File: src/rtl/smb_cfg_pkg.sv
package smb_cfg_pkg;
  localparam int BYTE_W = 8;

  typedef enum logic [2:0] {
    ST_IDLE,
    ST_ADDR,
    ST_ADDR_ACK,
    ST_DATA,
    ST_DATA_ACK,
    ST_SKIP
  } rx_state_e;
endpackage

File: src/rtl/smb_line_mon.sv
module smb_line_mon #(
  parameter int STAGES = 2
) (
  input  logic clk,
  input  logic rst,
  input  logic scl_i,
  input  logic sda_i,
  output logic sda_q,
  output logic scl_rise,
  output logic scl_fall,
  output logic start_det,
  output logic stop_det
);
  logic [STAGES-1:0] scl_sh, sda_sh;
  logic scl_p, sda_p, scl_q;

  always_ff @(posedge clk) begin
    if (rst) begin
      scl_sh <= '1;
      sda_sh <= '1;
      scl_p  <= 1'b1;
      sda_p  <= 1'b1;
    end else begin
      scl_sh <= {scl_sh[STAGES-2:0], scl_i};
      sda_sh <= {sda_sh[STAGES-2:0], sda_i};
      scl_p  <= scl_sh[STAGES-1];
      sda_p  <= sda_sh[STAGES-1];
    end
  end

  assign scl_q     = scl_sh[STAGES-1];
  assign sda_q     = sda_sh[STAGES-1];
  assign scl_rise  = scl_q & ~scl_p;
  assign scl_fall  = ~scl_q & scl_p;
  assign start_det = scl_q & scl_p & sda_p & ~sda_q;
  assign stop_det  = scl_q & scl_p & ~sda_p & sda_q;
endmodule

File: src/rtl/smb_rx_fsm.sv
module smb_rx_fsm
  import smb_cfg_pkg::*;
#(
  parameter int          ADDR_W     = 7,
  parameter logic [6:0]  SLAVE_ADDR = 7'b1101001,
  parameter int          CNT_W      = 4
) (
  input  logic              clk,
  input  logic              rst,
  input  logic              sda_q,
  input  logic              scl_rise,
  input  logic              scl_fall,
  input  logic              start_det,
  input  logic              stop_det,
  output logic              ack_o,
  output logic              wr_stb,
  output logic [CNT_W-1:0]  wr_idx,
  output logic [BYTE_W-1:0] wr_data
);
  localparam int BIT_W = $clog2(BYTE_W + 1);
  localparam logic [BIT_W-1:0] FULL = BIT_W'(BYTE_W);

  rx_state_e          state;
  logic [BIT_W-1:0]   bit_cnt;
  logic [BYTE_W-1:0]  shreg;
  logic [CNT_W-1:0]   byte_cnt;
  logic               addr_hit;

  assign addr_hit = (shreg[BYTE_W-1 -: ADDR_W] == SLAVE_ADDR) && !shreg[0];

  always_ff @(posedge clk) begin
    if (rst) begin
      state    <= ST_IDLE;
      bit_cnt  <= '0;
      shreg    <= '0;
      byte_cnt <= '0;
      ack_o    <= 1'b0;
      wr_stb   <= 1'b0;
      wr_idx   <= '0;
      wr_data  <= '0;
    end else begin
      wr_stb <= 1'b0;
      if (start_det) begin
        state    <= ST_ADDR;
        bit_cnt  <= '0;
        byte_cnt <= '0;
        ack_o    <= 1'b0;
      end else if (stop_det) begin
        state    <= ST_IDLE;
        bit_cnt  <= '0;
        byte_cnt <= '0;
        ack_o    <= 1'b0;
      end else begin
        unique case (state)
          ST_ADDR, ST_DATA: begin
            if (scl_rise && bit_cnt != FULL) begin
              shreg   <= {shreg[BYTE_W-2:0], sda_q};
              bit_cnt <= bit_cnt + 1'b1;
            end else if (scl_fall && bit_cnt == FULL) begin
              if (state == ST_ADDR) begin
                if (addr_hit) begin
                  ack_o <= 1'b1;
                  state <= ST_ADDR_ACK;
                end else begin
                  state <= ST_SKIP;
                end
              end else begin
                ack_o   <= 1'b1;
                state   <= ST_DATA_ACK;
                wr_stb  <= 1'b1;
                wr_idx  <= byte_cnt;
                wr_data <= shreg;
                if (byte_cnt != '1) byte_cnt <= byte_cnt + 1'b1;
              end
            end
          end
          ST_ADDR_ACK, ST_DATA_ACK: begin
            if (scl_fall) begin
              ack_o   <= 1'b0;
              bit_cnt <= '0;
              state   <= ST_DATA;
            end
          end
          default: ;
        endcase
      end
    end
  end
endmodule

File: src/rtl/smb_cfg_bank.sv
module smb_cfg_bank
  import smb_cfg_pkg::*;
#(
  parameter int                         NUM_REGS  = 3,
  parameter int                         FIRST_IDX = 4,
  parameter int                         CNT_W     = 4,
  parameter logic [NUM_REGS*BYTE_W-1:0] DEFAULTS  = 24'h7D_FF_FF
) (
  input  logic                         clk,
  input  logic                         rst,
  input  logic                         wr_stb,
  input  logic [CNT_W-1:0]             wr_idx,
  input  logic [BYTE_W-1:0]            wr_data,
  output logic [NUM_REGS*BYTE_W-1:0]   regs_o
);
  for (genvar g = 0; g < NUM_REGS; g++) begin : g_reg
    localparam logic [CNT_W-1:0] MY_IDX = CNT_W'(FIRST_IDX + g);
    always_ff @(posedge clk) begin
      if (rst)
        regs_o[g*BYTE_W +: BYTE_W] <= DEFAULTS[g*BYTE_W +: BYTE_W];
      else if (wr_stb && wr_idx == MY_IDX)
        regs_o[g*BYTE_W +: BYTE_W] <= wr_data;
    end
  end
endmodule

File: src/rtl/smb_cfg_slave.sv
module smb_cfg_slave
  import smb_cfg_pkg::*;
#(
  parameter int         SYNC_STAGES = 2,
  parameter logic [6:0] SLAVE_ADDR  = 7'b1101001,
  parameter int         SKIP_BYTES  = 4,
  parameter int         CNT_W       = 4
) (
  input  logic        clk,
  input  logic        rst,
  input  logic        scl_i,
  input  logic        sda_i,
  output logic        sda_pull_o,
  output logic [7:0]  core_en_o,
  output logic [7:0]  bus_en_o,
  output logic [7:0]  gen_ctl_o,
  output logic [2:0]  mode_code_o,
  output logic        reg_mode_o,
  output logic        sdram_en_o
);
  localparam int NUM_REGS = 3;
  localparam logic [NUM_REGS*BYTE_W-1:0] DEFAULTS = {8'h7D, 8'hFF, 8'hFF};

  logic              sda_q, scl_rise, scl_fall, start_det, stop_det;
  logic              wr_stb;
  logic [CNT_W-1:0]  wr_idx;
  logic [BYTE_W-1:0] wr_data;
  logic [NUM_REGS*BYTE_W-1:0] regs;

  smb_line_mon #(.STAGES(SYNC_STAGES)) u_mon (
    .clk(clk), .rst(rst), .scl_i(scl_i), .sda_i(sda_i),
    .sda_q(sda_q), .scl_rise(scl_rise), .scl_fall(scl_fall),
    .start_det(start_det), .stop_det(stop_det)
  );

  smb_rx_fsm #(.ADDR_W(7), .SLAVE_ADDR(SLAVE_ADDR), .CNT_W(CNT_W)) u_fsm (
    .clk(clk), .rst(rst), .sda_q(sda_q), .scl_rise(scl_rise),
    .scl_fall(scl_fall), .start_det(start_det), .stop_det(stop_det),
    .ack_o(sda_pull_o), .wr_stb(wr_stb), .wr_idx(wr_idx), .wr_data(wr_data)
  );

  smb_cfg_bank #(
    .NUM_REGS(NUM_REGS), .FIRST_IDX(SKIP_BYTES), .CNT_W(CNT_W), .DEFAULTS(DEFAULTS)
  ) u_bank (
    .clk(clk), .rst(rst), .wr_stb(wr_stb), .wr_idx(wr_idx),
    .wr_data(wr_data), .regs_o(regs)
  );

  assign core_en_o   = regs[7:0];
  assign bus_en_o    = regs[15:8];
  assign gen_ctl_o   = regs[23:16];
  assign mode_code_o = regs[22:20];
  assign reg_mode_o  = regs[23];
  assign sdram_en_o  = regs[16];
endmodule

File: config.mk
export PLATFORM = sky130hd
export DESIGN_NAME = smb_cfg_slave
export DESIGN_NICKNAME = d
export VERILOG_FILES = /design/src/rtl/smb_cfg_pkg.sv /design/src/rtl/smb_line_mon.sv /design/src/rtl/smb_rx_fsm.sv /design/src/rtl/smb_cfg_bank.sv /design/src/rtl/smb_cfg_slave.sv
export SDC_FILE = /design/constraint.sdc
export NUM_CORES = 1
export LEC_CHECK = 0
export BUFFER_PORTS_ARGS = -buffer_cell sky130_fd_sc_hd__buf_4
export CAP_MARGIN = 15
export CORE_ASPECT_RATIO = 0.7
export CORE_UTILIZATION = 50
export DETAILED_ROUTE_END_ITERATION = 7
export GPL_ROUTABILITY_DRIVEN = 0
export PLACE_DENSITY = 0.82
export SETUP_SLACK_MARGIN = 0.4
export SLEW_MARGIN = 20
export SYNTH_ARGS = -nofsm -noshare
export SYNTH_HDL_FRONTEND = slang
export SYNTH_HIERARCHICAL = 1
export SYNTH_SLANG_ARGS = --single-unit
export TNS_END_PERCENT = 30
File: constraint.sdc
create_clock -name clk -period 3.2 [get_ports clk]
set_input_delay 0.8 -clock clk [delete_from_list [all_inputs] [get_ports clk]]
set_output_delay 0.8 -clock clk [all_outputs]
set_load 0.01 [all_outputs]
==> flow_summary.rst <==
.. list-table::
   :header-rows: 1

   * - Metric
     - Value
   * - Status
     - complete, no violations
   * - Worst-Margin Slew
     - ~0.60 ns
   * - GRT Util Overall
     - 0.196
   * - Worst skew pair latency
     - ~0.34 ns
   * - Leading cell types in the layout, fill and taps excluded
     - sky130_fd_sc_hd__dfxtp_1 (63), sky130_fd_sc_hd__nor2_1 (56), sky130_fd_sc_hd__mux2i_1 (45)
   * - Number of distinct standard cells referenced by the synthesized netlist
     - 38
   * - Layout overhead on the synthesized area
     - 16.5%
   * - Pre-Repair DR Iteration Count
     - 4
   * - Setup Fix Bufs, Post-CTS
     - 0
   * - NumNets Final
     - about 290
   * - Number of clock sinks seen by CTS
     - 63
   * - Maximum number of pins on one net before global-route repair
     - 64
   * - Largest fanout on the critical path
     - 13
   * - Number of I/O pins
     - 34
   * - Wire length of the first global-routing pass
     - slightly above 8000 µm
   * - Final-layout setup total negative slack
     - 0 ns
   * - Number of H-tree branching levels
     - 3
   * - Critical path arrival
     - 1.95 ns
   * - Effective utilization at floorplan
     - 0.534
   * - Static Leakage
     - approximately 1.3 nW
   * - Max-cap violation count
     - 0
   * - Overall overflow remaining after global route
     - 0
   * - Post-CTS Hold Fix Bufs
     - 0
   * - Final worst path period share
     - 0.547
   * - Total nets after synthesis
     - ~260
   * - Number of setup violations in the final report
     - 0
   * - Total vias in the final route
     - ~1800
   * - Total power after layout
     - around 1.5 mW
   * - Post-Syn Area
     - about 2600 µm²
   * - Mean instance size in the synthesized netlist
     - just over 10 µm²
   * - Buffer depth of the longest clock path
     - 2
   * - Power share of the combinational group
     - 0.024
   * - Synth Warn #
     - 6
   * - Maximum frequency from static timing analysis
     - approximately 570 MHz
   * - Vias in the first global route
     - around 1800
   * - Setup crit start kind
     - register
   * - Count of buffering cells on the critical path with inverters included
     - 0
   * - Worst vdd ir
     - between 0.0002 and 0.0003 V
   * - Power per Cell Area
     - between 400 and 500 nW/µm²
   * - Xor and xnor area share after synthesis
     - 0.0134
   * - Count of final hold-check violations
     - 0
   * - Setup slack of the critical path after layout
     - around 1.5 ns
   * - Rel. slew slack
     - 0.600
   * - Series of cell instances along the critical path
     - nor2b_1 -> and3b_1 -> nand4_4 -> mux2i_1 -> nor2_1
   * - Mapped Cells
     - 256
   * - Post-CTS sizing
     - 0
   * - Initial antenna violation count
     - 0
   * - Die width
     - 88.4 µm
   * - Number of clock buffers inserted by TritonCTS
     - 9
   * - Max incr delay on CP
     - roughly 0.36 ns
   * - Number of remaining DRC errors
     - 0
   * - Minimum clock period after layout
     - about 1.7 ns
   * - Switching Share
     - 0.207
   * - CP max stage cell
     - sky130_fd_sc_hd__and3b_1
   * - Post-synth EDFFs
     - 0
   * - Type of the worst min-delay path
     - reg -> reg
   * - Setup clock skew after layout
     - roughly 0.007 ns
   * - Vert. Die Dim
     - between 60 and 70 µm
   * - Top delay family on crit path
     - simple AND/OR/NAND/NOR gates
   * - Unrepaired setup endpoints after global routing
     - no
   * - Post-place setup slack
     - between 1 and 1.5 ns
   * - Post-synthesis register bit count
     - 63
   * - Internal power summed over all cells
     - around 1.2 mW
   * - Clock tree from TritonCTS
     - yes
   * - Core area
     - 4890 µm²
   * - Most instantiated flip-flop cell in the synthesis netlist
     - sky130_fd_sc_hd__dfxtp_1
   * - Average wire length per cell after detail routing
     - between 10 and 15 µm
   * - Clock power frac
     - 0.452
   * - Clk Tree Root Cell
     - sky130_fd_sc_hd__clkbuf_8
   * - Share of power burned in registers
     - 0.524
   * - Total count of max-transition violations in the final report
     - 0
   * - Antenna diodes
     - 0
   * - Post-layout utilization of the core
     - 0.622
   * - Fraction of layout cells with a size suffix above 1
     - 0.201
   * - HPWL after detailed placement
     - between 3000 and 4000 µm
   * - Combinational family with the most area after synthesis
     - simple AND/OR/NAND/NOR gates
   * - Kind of capture point of the worst setup path
     - register
   * - Clk slew on worst S/H paths
     - 0.06 ns
   * - Leading cell type in the layout, fill and taps excluded
     - sky130_fd_sc_hd__dfxtp_1
   * - Die Outline Area
     - roughly 5500 µm²
   * - Critical path start-end classification
     - reg -> reg
   * - Post-synthesis compound-gate area fraction
     - 0.0321
   * - Wire length reported by the detailed router
     - 4710 µm
   * - First-iteration detailed-routing DRC count
     - 107
   * - Post-synthesis simple-gate area fraction
     - 0.234
   * - Switching Power
     - around 0.31 mW
   * - Mux contribution to synthesized area
     - 0.172
   * - Share of synthesized registers carrying an async set or reset
     - 0
   * - Number of rows in the core area
     - 21
   * - Worst-case hold slack
     - ~0.40 ns
   * - DR vias/cell
     - ~5.1
   * - Input/output buffers
     - 33
   * - Fraction of the yosys area taken by sequential cells
     - 0.483
   * - Filler Cell Count
     - about 400
   * - Post-synthesis share of cell area spent on full adders, half adders and majority gates
     - 0.0144
   * - Required @ worst endpoint
     - between 3 and 4 ns
   * - Antenna-violating nets left
     - 0
## state kept, by name, summed over array words and instances (netlist names)
name            count
u_fsm/bit_cnt       4
u_fsm/wr_data       8
u_mon/sda_p         1
u_fsm/wr_idx        4
u_mon/scl_sh        2
u_mon/scl_p         1
u_fsm/ack_o         1
u_fsm/state         3
u_fsm/wr_stb        1
u_fsm/shreg         8
u_mon/sda_sh        2
u_bank/regs_o      24
u_fsm/byte_cnt      4
## area by class of cell
type | instances | area, µm² | area share
Timing Repair Buffer | 35 | 263 | 0.0864
Inverter | 4 | 15.0 | 0.00494
Multi-Input combinational cell | 171 | 1220 | 0.401
Clock buffer | 12 | 155 | 0.0510
Sequential cell | 63 | 1260 | 0.415
Clock inverter | 3 | 42.5 | 0.0140
Tap cell | 69 | 86.3 | 0.0284
## metal layers
metal / global-route usage / routed length [µm] / vias up
met2: 0.293 / 2090 / 41
met4: 0.101 / 78 / 0
met5: 0 / 0 / -
met3: 0.0647 / 212 / 7
li1: - / - / 926
met1: 0.250 / 2330 / 840
## power by group through the flow
stage | Clock (mW) | Sequential, mW | Combinational [mW]
floorplan | 0 | 0.807 | 0.0290
global placement | 0 | 0.807 | 0.0364
detailed placement | 0 | 0.808 | 0.0368
CTS | 0.697 | 0.790 | 0.0370
global route | 0.742 | 0.790 | 0.0409
finish | 0.682 | 0.790 | 0.0368
## worst reg2reg max path: stages, from the launching register on
cell and delay [ns]:
sky130_fd_sc_hd__dfxtp_1 0.34, sky130_fd_sc_hd__nor2b_1 0.26, sky130_fd_sc_hd__and3b_1 0.36, sky130_fd_sc_hd__nand4_4 0.33
sky130_fd_sc_hd__mux2i_1 0.27, sky130_fd_sc_hd__nor2_1 0.06
## cells in the mapped netlist (3+ instances only)
library cell / n / area, µm²
sky130_fd_sc_hd__nand3b_1: 3 / 22.5
sky130_fd_sc_hd__dfxtp_1: 63 / 1260
sky130_fd_sc_hd__a21oi_1: 4 / 20.0
sky130_fd_sc_hd__clkbuf_1: 5 / 18.8
sky130_fd_sc_hd__nand2_1: 3 / 11.3
sky130_fd_sc_hd__nand2b_1: 5 / 31.3
sky130_fd_sc_hd__xor2_1: 4 / 35.0
sky130_fd_sc_hd__nand3_1: 4 / 20.0
sky130_fd_sc_hd__mux2i_1: 45 / 450
sky130_fd_sc_hd__buf_2: 3 / 15.0
sky130_fd_sc_hd__buf_4: 9 / 67.6
sky130_fd_sc_hd__nor3_1: 3 / 15.0
sky130_fd_sc_hd__inv_1: 4 / 15.0
sky130_fd_sc_hd__nand4_1: 6 / 37.5
sky130_fd_sc_hd__ha_1: 3 / 37.5
sky130_fd_sc_hd__nor2b_1: 3 / 18.8
sky130_fd_sc_hd__and2_1: 3 / 18.8
sky130_fd_sc_hd__or2_1: 6 / 37.5
sky130_fd_sc_hd__nor2_1: 56 / 210
## worst paths after layout
path              startpoint               end  cells after the start  slack (ns)
min reg2reg  u_mon/sda_sh[0]   u_mon/sda_sh[1]                      1        0.40
max              u_mon/scl_p  u_fsm/wr_data[4]                      5        1.45
max reg2reg      u_mon/scl_p  u_fsm/wr_data[4]                      5        1.45
min          u_mon/sda_sh[0]   u_mon/sda_sh[1]                      1        0.40
## stage by stage
stage / instance area (µm²) / std cells
final: 3040 / 357
after global routing: 3040 / 357
after CTS: 3040 / 357
after detailed placement: 2840 / 342
after global placement: 2840 / 342
after floorplan: 2610 / 256
## cells by family (layout without fill, tap and decap cells)
family,after synthesis,count (layout)
buffers and inverters,22,54
multiplexers,45,45
AND/OR/NAND/NOR,108,108
AO/OA/AOI/OAI,11,11
adder cells (fa/ha/maj),3,3
flip-flops,63,63
XOR/XNOR,4,4
No activity file was read; power rests on OpenSTA's default activity.
